**config.mk**
```make
export PLATFORM = sky130hd
export DESIGN_NAME = tdl_top
export DESIGN_NICKNAME = d
export VERILOG_FILES = /design/src/rtl/tdl_pkg.sv /design/src/rtl/tdl_segment.sv /design/src/rtl/tdl_bypass.sv /design/src/rtl/tdl_top.sv
export SDC_FILE = /design/constraint.sdc
export NUM_CORES = 1
export LEC_CHECK = 0
export ABC_AREA = 1
export BUFFER_PORTS_ARGS = -buffer_cell sky130_fd_sc_hd__clkbuf_2
export CAP_MARGIN = 20
export CORE_UTILIZATION = 60
export CTS_CLUSTER_SIZE = 16
export DETAILED_ROUTE_END_ITERATION = 8
export PLACE_DENSITY_LB_ADDON = 0.3
export SYNTH_ARGS = -nofsm -noshare
export SYNTH_HDL_FRONTEND = slang
export SYNTH_SLANG_ARGS = --single-unit
```
**constraint.sdc**
```tcl
create_clock -name clk_i -period 2.75 [get_ports clk_i]
set_input_delay 0.275 -clock clk_i [delete_from_list [all_inputs] [get_ports clk_i]]
set_output_delay 0.275 -clock clk_i [all_outputs]
set_load 0.1 [all_outputs]
```
**src/rtl/tdl_pkg.sv**
```systemverilog
package tdl_pkg;
  localparam int DEF_DATA_W  = 8;
  localparam int DEF_NUM_SEG = 6;

  function automatic int seg_len(input int k);
    return 1 << k;
  endfunction
endpackage

```
**src/rtl/tdl_segment.sv**
```systemverilog
module tdl_segment #(
  parameter int W   = 8,
  parameter int LEN = 1
) (
  input  logic         clk_i,
  input  logic         rst_ni,
  input  logic [W-1:0] d_i,
  output logic [W-1:0] q_o
);
  logic [LEN-1:0][W-1:0] sr_q;

  always_ff @(posedge clk_i or negedge rst_ni) begin
    if (!rst_ni) begin
      sr_q <= '0;
    end else begin
      sr_q[0] <= d_i;
      for (int i = 1; i < LEN; i++) sr_q[i] <= sr_q[i-1];
    end
  end

  assign q_o = sr_q[LEN-1];
endmodule

```
**src/rtl/tdl_bypass.sv**
```systemverilog
module tdl_bypass #(
  parameter int W = 8
) (
  input  logic         sel_i,
  input  logic [W-1:0] thru_i,
  input  logic [W-1:0] seg_i,
  output logic [W-1:0] y_o
);
  always_comb y_o = sel_i ? seg_i : thru_i;
endmodule

```
**src/rtl/tdl_top.sv**
```systemverilog
module tdl_top #(
  parameter int DATA_W  = tdl_pkg::DEF_DATA_W,
  parameter int NUM_SEG = tdl_pkg::DEF_NUM_SEG
) (
  input  logic              clk_i,
  input  logic              rst_ni,
  input  logic [DATA_W-1:0] din_i,
  input  logic [NUM_SEG-1:0] dly_i,
  output logic [DATA_W-1:0] dout_o
);
  // chain_w[k] feeds segment k; chain_w[NUM_SEG] is the line output
  logic [NUM_SEG:0][DATA_W-1:0]  chain_w;
  logic [NUM_SEG-1:0][DATA_W-1:0] seg_w;

  assign chain_w[0] = din_i;

  for (genvar k = 0; k < NUM_SEG; k++) begin : g_seg
    tdl_segment #(.W(DATA_W), .LEN(tdl_pkg::seg_len(k))) u_seg (
      .clk_i (clk_i),
      .rst_ni(rst_ni),
      .d_i   (chain_w[k]),
      .q_o   (seg_w[k])
    );
    tdl_bypass #(.W(DATA_W)) u_byp (
      .sel_i (dly_i[k]),
      .thru_i(chain_w[k]),
      .seg_i (seg_w[k]),
      .y_o   (chain_w[k+1])
    );
  end

  assign dout_o = chain_w[NUM_SEG];
endmodule

```
==> flow_summary.toml <==
[final_layout]
area_delta_synth_final_pct = 15.23
antenna_cells = 0
drive_above_1_share = 0.1867
layout.nets = 796

[placed_design]
hpwlAfterDp_mm = 10.78
gp_congestion = 0.7595
port_buffers = 23

[worst_setup_path]
r2r_slack_ns = 1.41
slowest_delay_ns = 0.47
startpoint_type = "register"
path_cells = "inv_1 -> nand2_1 -> nand3_2 -> nand3_2 -> nand3_2 -> nand3_2 -> nand3_1 -> nand2_1 -> clkbuf_2"
end_kind = "primary output"
reg2reg_to = "g_seg[5].u_seg.sr_q[2]"
crit_arrival_ns = 2.18
critPathTopFamily = "simple AND/OR/NAND/NOR gates"
crit_slowest_cell = "clkbuf_2"
critPathKind = "reg -> out"
crit_path_max_fanout = 3
r2r-start = "g_seg[0].u_seg.q_o[2]"
reg2reg_depth = 6
worstPathRequired_ns = 2.48
crit_buf_inv = 2
cp_common_cell = "nand3_2"

[clock_network]
post-cts-setup-buffers = 0
clock_latency_ns = 0.53
cts_root_buffer = "clkbuf_16"
cts.sinks = 504
htreeDepth = 2
clk_pin_slew_ns = 0.06
cts_resized = 0
holdBufCountCts = 9
cts_buffers = 45
cts_tree = "yes"
clockBufferDepth = 3

[global_routing]
grt_pass1_vias = 6492
antenna_found_initial = 2
grt_use_total = 0.2219
grt_pass1_wl_mm = 38.19
grt_max_degree = 107
overflow = 0

[die]
chipHeight_um = 153.7
die-width_um = 153.7
die-area_um2 = 23640
std_cell_rows = 55
coreArea_um2 = 22640
initial_core_util = 0.6102
io_pins = 24

[logic_synthesis]
synth-seq-cells = 504
synth.area.top_cells = "dfrtp_1 (91%), nand3_2 (2.3%), nand2_1 (1.9%), inv_1 (1.1%), nand2_4 (0.65%)"
syn-num-nets = 725
yosys.area.top_type = "dfrtp_1"
netlist.area_leader.share = 0.9129
syn_inst = 709
netlist_area_um2 = 13820
ys_types = 20
ys_seq_area_frac = 0.9129
avgSynthCellArea_um2 = 19.49
ys_warn_count = 0

[pwr]
ir_worst_vdd_v = 0.0005523
p_leak_uw = 0.007504
total_power_uw = 15660
p_per_area_nw_per_um2 = 983.9

[drt]
vias = 5478
wl_per_cell_um = 21.51
drt_iter0_markers = 328
dr.pass1.iters = 4
routed_via_density = 4.985
drtAntennaViolNets = 0
route.detailed.drc = 0
drt-total-wl_mm = 23.64

[run_status]
status = "completed"

[timing]
fin_setup_tns_ns = 0
fmax_mhz = 407.8
clock_skew_ns = 0.008685
fin_crit_ns = 2.452
setup_viol = 0
rsz0062_at_grt = "no"
fin_crit_sh = 0.8918
timing.slew.headroom = 0.5653
slew_viol_final = 0
worst_slew_pin_slew_ns = 0.6513
hold_viol = 0

[run]
drv_cap = 0

[hold_path]
hold_end = "g_seg[2].u_seg.sr_q[5]"
hp-class = "in -> reg"
hold_start = "dly_i[1]"
min_path_cells = 3
synth_stat cells, drive strengths merged:
master	count
dfrtp	504
nand2	80
inv	46
nand3	40
buf	13
a31oi	8
nor2	8
or2	8
clkbuf	2
metal layers:
metal | global-route usage | wire (um) | vias up
met5 | 0 | 22 | -
met4 | 0.07381 | 558 | 4
met3 | 0.04002 | 785 | 58
met2 | 0.3578 | 12140 | 114
met1 | 0.3156 | 10130 | 2977
li1 | - | - | 2325
worst min-delay path, stage by stage:
cell and delay [ns]:
clkbuf_2 0.18, nand2_1 0.14, nand2_1 0.06
logic make-up after synthesis:
family                 after synthesis  synth area share
DFF                                504            0.9129
buffers and inverters               61           0.02409
and+or+nand+nor                    136           0.05941
AOI/OAI and AO/OA                    8          0.003623
registers in the layout (all words and copies together) (netlist names):
register / count
g_seg.u_seg.sr_q: 456
g_seg.u_seg.q_o: 48
cell usage in the layout, fill, tap and decap left out, types with 2 or more instances in the layout:
cell,count
nand3_1,7
nand2_4,8
inv_6,2
clkinvlp_4,2
inv_1,42
clkbuf_16,47
bufinv_16,5
clkbuf_2,22
clkbuf_8,10
nor2_1,8
or2_4,2
buf_4,2
clkbuf_1,13
a31oi_1,8
buf_12,5
dlygate4sd3_1,9
nand2_1,71
clkinv_2,2
or2_2,6
nand3_2,32
dfrtp_1,504
where the power goes:
group,internal [uW],switching [uW],total (uW)
combinational,113,443,556
sequential,8270,329,8600
clock,3890,2620,6510
total,12300,3390,15700
stage by stage:
step | utilization | setup slack (ns) | std cells | cell area, um2 | hold WS (ns)
global placement | 0.6305 | 0.7516 | 1009 | 14270 | 0.2389
CTS | 0.7032 | 0.2976 | 1099 | 15920 | 0.1512
floorplan | - | 1.279 | 709 | 13820 | -0.02059
detailed placement | 0.6305 | 0.6746 | 1009 | 14270 | 0.2481
global route | 0.7032 | 0.1971 | 1099 | 15920 | 0.1837
finish | 0.7032 | 0.2977 | 1099 | 15920 | 0.1666
area by class of cell:
class	instances	area [um2]
repair buffers	39	330.3
flip-flops and latches	504	12610
well taps	285	356.6
multi-input cells	144	870.8
inverters	46	195.2
clock inverters	11	192.7
clock buffers	70	1363
fillers	1198	6720
how the worst max path moves through the flow:
stage / from / endpoint / cells after the start
2_1_floorplan: dly_i[0] / dout_o[3] / 9
5_1_grt: g_seg[0].u_seg.q_o[6] / dout_o[6] / 9
6_report: g_seg[0].u_seg.q_o[6] / dout_o[6] / 9
3_3_place_gp: dly_i[0] / dout_o[6] / 10
3_5_place_dp: dly_i[4] / dout_o[6] / 7
4_1_cts: g_seg[0].u_seg.q_o[6] / dout_o[6] / 9
Note: power is estimated with default switching activity, not from simulation.
